===== src/rtl/iterdiv_pkg.sv =====
package iterdiv_pkg;

   // control phases of the divider
   typedef enum logic [1:0] {
      PH_IDLE  = 2'd0,
      PH_SETUP = 2'd1,
      PH_ITER  = 2'd2,
      PH_FIX   = 2'd3
   } div_phase_e;

   // width of the post-iteration wait counter (at most two cycles)
   localparam int unsigned FIX_W = 2;

endpackage


===== src/rtl/iterdiv_prep.sv =====
module iterdiv_prep #(
   parameter int unsigned WIDTH     = 32,
   parameter int unsigned SLICE     = 8,
   parameter bit          FIXED_LAT = 1'b0,
   localparam int unsigned NCLS     = WIDTH / SLICE,
   localparam int unsigned CW       = $clog2(WIDTH + 1)
) (
   input  logic                            sgn_i,
   input  logic [WIDTH-1:0]                a_i,
   input  logic [WIDTH-1:0]                b_i,
   output logic [WIDTH-1:0]                mag_a_o,
   output logic [WIDTH-1:0]                mag_b_o,
   output logic                            neg_q_o,
   output logic                            neg_r_o,
   output logic                            zero_o,
   output logic [CW-1:0]                   steps_o,
   output logic [iterdiv_pkg::FIX_W-1:0]   fix_o
);

   logic neg_a;
   logic neg_b;
   logic [NCLS-1:0] fits;
   logic [CW-1:0]   steps_early;

   assign neg_a   = sgn_i & a_i[WIDTH-1];
   assign neg_b   = sgn_i & b_i[WIDTH-1];
   assign mag_a_o = neg_a ? (~a_i + WIDTH'(1)) : a_i;
   assign mag_b_o = neg_b ? (~b_i + WIDTH'(1)) : b_i;
   assign neg_q_o = neg_a ^ neg_b;
   assign neg_r_o = neg_a;
   assign zero_o  = ~|b_i;

   // one flag per size class: magnitude holds in (c+1)*SLICE bits
   for (genvar c = 1; c < NCLS; c++) begin : g_fit
      assign fits[c-1] = ~|mag_a_o[WIDTH-1:c*SLICE];
   end
   assign fits[NCLS-1] = 1'b1;

   // smallest class wins: scan from the widest down
   always_comb begin
      steps_early = CW'(WIDTH);
      for (int c = NCLS - 1; c >= 0; c--) begin
         if (fits[c]) steps_early = CW'((c + 1) * SLICE);
      end
   end

   if (FIXED_LAT) begin : g_fixed
      assign steps_o = CW'(WIDTH);
      assign fix_o   = sgn_i ? ({1'b0, neg_a} + {1'b0, neg_b}) : '0;
   end else begin : g_early
      assign steps_o = steps_early;
      assign fix_o   = sgn_i ? iterdiv_pkg::FIX_W'(1) : '0;
   end

endmodule


===== src/rtl/iterdiv_step.sv =====
module iterdiv_step #(
   parameter int unsigned WIDTH = 32
) (
   input  logic [WIDTH-1:0] rem_i,
   input  logic [WIDTH-1:0] quo_i,
   input  logic [WIDTH-1:0] dvs_i,
   output logic [WIDTH-1:0] rem_o,
   output logic [WIDTH-1:0] quo_o
);

   logic [WIDTH:0] trial;
   logic [WIDTH:0] diff;
   logic           take;

   // bring the next dividend bit into the partial remainder
   assign trial = {rem_i, quo_i[WIDTH-1]};
   assign diff  = trial - {1'b0, dvs_i};
   assign take  = ~diff[WIDTH];

   assign rem_o = take ? diff[WIDTH-1:0] : trial[WIDTH-1:0];
   assign quo_o = {quo_i[WIDTH-2:0], take};

endmodule


===== src/rtl/iterdiv_post.sv =====
module iterdiv_post #(
   parameter int unsigned WIDTH = 32
) (
   input  logic [WIDTH-1:0] quo_mag_i,
   input  logic [WIDTH-1:0] rem_mag_i,
   input  logic             neg_q_i,
   input  logic             neg_r_i,
   input  logic             zero_i,
   input  logic [WIDTH-1:0] dividend_i,
   output logic [WIDTH-1:0] lo_o,
   output logic [WIDTH-1:0] hi_o
);

   logic [WIDTH-1:0] quo_s;
   logic [WIDTH-1:0] rem_s;

   assign quo_s = neg_q_i ? (~quo_mag_i + WIDTH'(1)) : quo_mag_i;
   assign rem_s = neg_r_i ? (~rem_mag_i + WIDTH'(1)) : rem_mag_i;

   // a zero divisor yields a defined pattern instead of a trap
   assign lo_o = zero_i ? '1         : quo_s;
   assign hi_o = zero_i ? dividend_i : rem_s;

endmodule


===== src/rtl/iterdiv.sv =====
module iterdiv #(
   parameter int unsigned WIDTH     = 32,
   parameter int unsigned SLICE     = 8,
   parameter bit          FIXED_LAT = 1'b0
) (
   input  logic             clk,
   input  logic             rst_n,
   input  logic             start_i,
   input  logic             signed_i,
   input  logic [WIDTH-1:0] dividend_i,
   input  logic [WIDTH-1:0] divisor_i,
   output logic             busy_o,
   output logic             done_o,
   output logic [WIDTH-1:0] lo_o,
   output logic [WIDTH-1:0] hi_o
);

   import iterdiv_pkg::*;

   localparam int unsigned CW = $clog2(WIDTH + 1);

   // elaboration-time parameter checks
   if (SLICE < 1 || WIDTH < 2 || (WIDTH % SLICE) != 0) begin : g_bad_cfg
      $error("iterdiv: WIDTH must be a multiple of SLICE and at least 2");
   end

   div_phase_e       phase_q;
   logic             sgn_q;
   logic [WIDTH-1:0] a_q;
   logic [WIDTH-1:0] b_q;
   logic [WIDTH-1:0] rem_q;
   logic [WIDTH-1:0] quo_q;
   logic [WIDTH-1:0] dvs_q;
   logic [CW-1:0]    cnt_q;
   logic [FIX_W-1:0] fix_q;
   logic             negq_q;
   logic             negr_q;
   logic             zero_q;
   logic             done_q;
   logic [WIDTH-1:0] lo_q;
   logic [WIDTH-1:0] hi_q;

   logic [WIDTH-1:0] mag_a;
   logic [WIDTH-1:0] mag_b;
   logic             neg_q;
   logic             neg_r;
   logic             zero_b;
   logic [CW-1:0]    steps;
   logic [FIX_W-1:0] fix;

   logic [WIDTH-1:0] step_rem;
   logic [WIDTH-1:0] step_quo;
   logic [WIDTH-1:0] post_qin;
   logic [WIDTH-1:0] post_rin;
   logic [WIDTH-1:0] res_lo;
   logic [WIDTH-1:0] res_hi;
   logic             accept;
   logic             last_iter;
   logic [CW-1:0]    pre_shift;

   iterdiv_prep #(
      .WIDTH     (WIDTH),
      .SLICE     (SLICE),
      .FIXED_LAT (FIXED_LAT)
   ) u_prep (
      .sgn_i   (sgn_q),
      .a_i     (a_q),
      .b_i     (b_q),
      .mag_a_o (mag_a),
      .mag_b_o (mag_b),
      .neg_q_o (neg_q),
      .neg_r_o (neg_r),
      .zero_o  (zero_b),
      .steps_o (steps),
      .fix_o   (fix)
   );

   iterdiv_step #(
      .WIDTH (WIDTH)
   ) u_step (
      .rem_i (rem_q),
      .quo_i (quo_q),
      .dvs_i (dvs_q),
      .rem_o (step_rem),
      .quo_o (step_quo)
   );

   // results come straight from the last step, or from the held registers
   assign post_qin = (phase_q == PH_ITER) ? step_quo : quo_q;
   assign post_rin = (phase_q == PH_ITER) ? step_rem : rem_q;

   iterdiv_post #(
      .WIDTH (WIDTH)
   ) u_post (
      .quo_mag_i  (post_qin),
      .rem_mag_i  (post_rin),
      .neg_q_i    (negq_q),
      .neg_r_i    (negr_q),
      .zero_i     (zero_q),
      .dividend_i (a_q),
      .lo_o       (res_lo),
      .hi_o       (res_hi)
   );

   assign accept    = start_i && (phase_q == PH_IDLE);
   assign last_iter = (cnt_q == CW'(1));
   assign pre_shift = CW'(WIDTH) - steps;

   always_ff @(posedge clk or negedge rst_n) begin
      if (!rst_n) begin
         phase_q <= PH_IDLE;
         sgn_q   <= 1'b0;
         a_q     <= '0;
         b_q     <= '0;
         rem_q   <= '0;
         quo_q   <= '0;
         dvs_q   <= '0;
         cnt_q   <= '0;
         fix_q   <= '0;
         negq_q  <= 1'b0;
         negr_q  <= 1'b0;
         zero_q  <= 1'b0;
         done_q  <= 1'b0;
         lo_q    <= '0;
         hi_q    <= '0;
      end else begin
         done_q <= 1'b0;
         unique case (phase_q)
            PH_IDLE: begin
               if (accept) begin
                  sgn_q   <= signed_i;
                  a_q     <= dividend_i;
                  b_q     <= divisor_i;
                  phase_q <= PH_SETUP;
               end
            end
            PH_SETUP: begin
               rem_q   <= '0;
               quo_q   <= mag_a << pre_shift;
               dvs_q   <= mag_b;
               cnt_q   <= steps;
               fix_q   <= fix;
               negq_q  <= neg_q;
               negr_q  <= neg_r;
               zero_q  <= zero_b;
               phase_q <= PH_ITER;
            end
            PH_ITER: begin
               rem_q <= step_rem;
               quo_q <= step_quo;
               cnt_q <= cnt_q - CW'(1);
               if (last_iter) begin
                  if (fix_q == '0) begin
                     lo_q    <= res_lo;
                     hi_q    <= res_hi;
                     done_q  <= 1'b1;
                     phase_q <= PH_IDLE;
                  end else begin
                     phase_q <= PH_FIX;
                  end
               end
            end
            PH_FIX: begin
               fix_q <= fix_q - FIX_W'(1);
               if (fix_q == FIX_W'(1)) begin
                  lo_q    <= res_lo;
                  hi_q    <= res_hi;
                  done_q  <= 1'b1;
                  phase_q <= PH_IDLE;
               end
            end
            default: phase_q <= PH_IDLE;
         endcase
      end
   end

   assign busy_o = (phase_q != PH_IDLE);
   assign done_o = done_q;
   assign lo_o   = lo_q;
   assign hi_o   = hi_q;

endmodule


===== config.mk =====
export PLATFORM = sky130hd
export DESIGN_NAME = iterdiv
export DESIGN_NICKNAME = d
export VERILOG_FILES = /design/src/rtl/iterdiv_pkg.sv /design/src/rtl/iterdiv_prep.sv /design/src/rtl/iterdiv_step.sv /design/src/rtl/iterdiv_post.sv /design/src/rtl/iterdiv.sv
export SDC_FILE = /design/constraint.sdc
export NUM_CORES = 1
export LEC_CHECK = 0
export ABC_AREA = 0
export ABC_CLOCK_PERIOD_IN_PS = 15000
export BUFFER_PORTS_ARGS = -buffer_cell sky130_fd_sc_hd__clkbuf_2
export CORE_ASPECT_RATIO = 1.1
export CORE_MARGIN = 1
export CORE_UTILIZATION = 55
export DETAILED_ROUTE_END_ITERATION = 7
export HOLD_SLACK_MARGIN = 0.03
export PLACE_DENSITY = 0.74
export SYNTH_ARGS = -nofsm -noshare
export SYNTH_HDL_FRONTEND = slang
export SYNTH_SLANG_ARGS = --single-unit
export TNS_END_PERCENT = 100

===== constraint.sdc =====
create_clock -name clk -period 15 [get_ports clk]
set_input_delay 1.5 -clock clk [delete_from_list [all_inputs] [get_ports clk]]
set_output_delay 1.5 -clock clk [all_outputs]
set_load 0.03 [all_outputs]

==> results.sh <==
export IMPL_fin_area_um2=18800
export IMPL_crit_buf_inv=2
export IMPL_utilization_pct=61.7
export IMPL_cts_buffer_depth=3
export IMPL_postCtsSetupBuffers=0
export IMPL_r2r_cells=22
export IMPL_clock_sinks=239
export IMPL_syn_instance_count=2015
export IMPL_synth_top_family_by_area="compound AO/OA/AOI/OAI gates"
export IMPL_setup_viol=0
export IMPL_synth_area_mux_share_pct=8.48
export IMPL_grt_max_degree=111
export IMPL_antenna_found_initial=0
export IMPL_cts_tree="yes"
export IMPL_tns_ns=0
export IMPL_power_leakage_nw=7.93
export IMPL_worstMarginPinSlew_ns=1.08
export IMPL_vdd_drop_max_v=0.000121
export IMPL_startpoint_type="register"
export IMPL_clock_latency_ns=0.55
export IMPL_fillers=2762
export IMPL_port_buffers=133
export IMPL_status="complete, no violations"
export IMPL_nets=2174
export IMPL_hold_path_end="lo_o[2]$_DFFE_PN0P_"
export IMPL_synthAdderAreaFrac_pct=3.41
export IMPL_synth_seq_area_share_pct=34.9
export IMPL_crit_path_max_fanout=39
export IMPL_area_delta_synth_final_pct=10.1
export IMPL_cts_inserted_buffers=27
export IMPL_cts_resized=0
export IMPL_yosys_area_top_type="dfrtp_1"
export IMPL_htree_num_levels=1
export IMPL_reg2reg_from="quo_q[31]$_DFFE_PN0P_"
export IMPL_yosys_area_share_simple_pct=18.1
export IMPL_rsz0062_at_grt="false"
export IMPL_ys_types=99
export IMPL_io_pins=134
export IMPL_synth_top_area_share_pct=34.9
export IMPL_finalWorstSetupSlack_ns=9.29
export IMPL_dieArea_um2=31800
export IMPL_cts_hold_buf=0
export IMPL_cp_data_arrival_time_ns=6.15
export IMPL_synth_most_common_cell="dfrtp_1"
export IMPL_drt_total_wl_mm=52.3
export IMPL_cts_root_buffer="clkbuf_16"
export IMPL_end_kind="register"
export IMPL_die_w_um=170
export IMPL_synth_area_top_cells="dfrtp_1, a21oi_1, mux2_2, xnor2_1, nor2_1"
export IMPL_holdPathStages=2
export IMPL_maxSlewViolCount=0
export IMPL_crit_chain="inv_1, ha_1, fa_1, nand2b_1, a21o_1, a21o_1, o21ai_2, a31o_2, nor3_4, buf_4, o21ai_0, nor2_1, a21oi_1, ha_1, nand4b_1, nor2_1, mux2i_1, or2_1, or3_1, o31ai_1, nor3_1, or3_1"
export IMPL_remaining_drc_errors=0
export IMPL_synthesis_area_um2=17100
export IMPL_synthXorXnorAreaFrac_pct=6.75
export IMPL_syn_mean_instance_area_um2=8.49
export IMPL_initialDrtViolationCount=1151
export IMPL_vias_per_cell=6.27
export IMPL_detail_route_wl_per_cell_um=21.0
export IMPL_fin_crit_ns=5.71
export IMPL_min_delay_start="lo_o[2]$_DFFE_PN0P_"
export IMPL_gp_congestion=0.956
export IMPL_post_route_period_util_pct=38.1
export IMPL_async_reset_ff_share_pct=100
export IMPL_hold_violations=0
export IMPL_cp_required_ns=15.43
export IMPL_row_count=67
export IMPL_die_y_um=187
export IMPL_clock_fmax_mhz=175
export IMPL_antenna_left=0
export IMPL_drive_gt1_share_pct=15.4
export IMPL_dr_pass1_iters=5
export IMPL_synth_edf_count=0
export IMPL_ys_ff_latch=239
export IMPL_crit_type="register to register"
export IMPL_rr_endpoint="hi_o[24]$_DFFE_PN0P_"
export IMPL_max_stage_delay_ns=0.50
export IMPL_synth_compound_area_share_pct=23.4
export IMPL_initial_core_util_pct=56.1
export IMPL_antenna_cells=0
export IMPL_dr_total_vias=15600
export IMPL_power_density_nw_per_um2=234
export IMPL_grt_use_total_pct=32.9
export IMPL_rrSetupSlack_ns=9.29
export IMPL_startpoint="quo_q[31]$_DFFE_PN0P_"
export IMPL_netlist_top_cells_count="dfrtp_1, a21oi_1, nor2_1, nand2_1, o21ai_0"
export IMPL_slowest_stage="or3_1"
export IMPL_grt_pass1_vias=15100
export IMPL_fin_skew_ns=0.0123
export IMPL_grt_overflow=0
export IMPL_timing_slew_headroom_pct=26.2
export IMPL_synth_ff_type="dfrtp_1"
export IMPL_hold_slack_ns=0.468
export IMPL_syn_nets=2129
export IMPL_hpwlAfterDp_mm=38.8
export IMPL_crit_family="compound AO/OA/AOI/OAI gates"
export IMPL_hold_path_class="register to register"
export IMPL_yosysWarnings=0
export IMPL_core_area_um2=30500
export IMPL_path_clk_slew_ns=0.06
export IMPL_pre_cts_ws_ns=9.38
export IMPL_grt_pass1_wl_mm=82.5
export IMPL_drv_cap=0
export IMPL_placedInstanceArea_um2=17900
per-layer routing:
layer	track usage, %	part of all wire [%]
met5	0	0
met4	15.3	4.6
met3	4.55	5.6
met2	56.8	50
met1	40.4	40
worst reg2reg max path: cells and delay by family, from the launching register on:
family	cells	cell delay, ns
adders and majority gates	3	0.91
DFF	1	0.43
muxes	1	0.15
AOI/OAI and AO/OA	7	1.93
buffers and inverters	2	0.44
and+or+nand+nor	9	1.76
sequential cells by signal (all words and copies together) (netlist names), 2 cells and up:
register and count:
a_q 32, fix_q 2, phase_q 2, cnt_q 6, b_q 32, hi_o 32, quo_q 32, dvs_q 32
lo_o 32, rem_q 32
stage by stage:
stage | cells | total power [mW]
6_report | 2493 | 4.41
5_1_grt | 2493 | 4.71
2_1_floorplan | 2015 | 2.99
3_5_place_dp | 2445 | 3.68
3_3_place_gp | 2445 | 3.63
4_1_cts | 2493 | 4.39
layout make-up:
class / count / area, um2 / share of cell area, %
clock buffer: 39 / 751 / 3.98
inverter: 71 / 267 / 1.41
tap: 414 / 518 / 2.75
multi-input combinational: 1569 / 10300 / 54.8
clock inverter: 9 / 173 / 0.916
sequential: 239 / 5980 / 31.7
timing repair buffer: 152 / 818 / 4.34
worst max path at each step:
stage / end / slack (ns) / cells after the start
2_1_floorplan: hi_o[24]$_DFFE_PN0P_ / 9.56 / 26
3_3_place_gp: hi_o[24]$_DFFE_PN0P_ / 9.53 / 23
3_5_place_dp: hi_o[24]$_DFFE_PN0P_ / 9.38 / 23
4_1_cts: hi_o[24]$_DFFE_PN0P_ / 9.33 / 23
5_1_grt: hi_o[24]$_DFFE_PN0P_ / 8.95 / 23
6_report: hi_o[24]$_DFFE_PN0P_ / 9.29 / 22
cells by family after synthesis:
| kind of cell | count (synthesis) |
|---|---|
| DFF | 239 |
| AOI/OAI and AO/OA | 617 |
| and+or+nand+nor | 640 |
| muxes | 134 |
| buffers and inverters | 207 |
| adders and majority gates | 46 |
| xor gates and xnor gates | 132 |
power breakdown:
group / leakage [nW] / internal, mW / switching [mW]
Clock: 0.447 / 0.431 / 0.273
Combinational: 4.61 / 0.889 / 1.55
Sequential: 2.88 / 0.924 / 0.349
Total: 7.93 / 2.24 / 2.17
cell usage in the layout (no fill, tap or decap), drive strengths merged, types with 22 or more instances in the layout:
cell    synthesis  layout
a21oi         209     209
xnor2          87      87
nand2b         22      22
mux2           82      82
or3            22      22
o211ai         26      26
inv            68      68
o21ai         135     135
clkbuf         92     171
a31oi          32      32
a21o           23      23
o31ai          30      30
mux2i          52      52
nand2         166     166
xor2           45      45
ha             45      45
nor3           42      42
nor2          203     203
nand3          50      50
dfrtp         239     239
No activity file was read; power rests on OpenSTA's default activity.
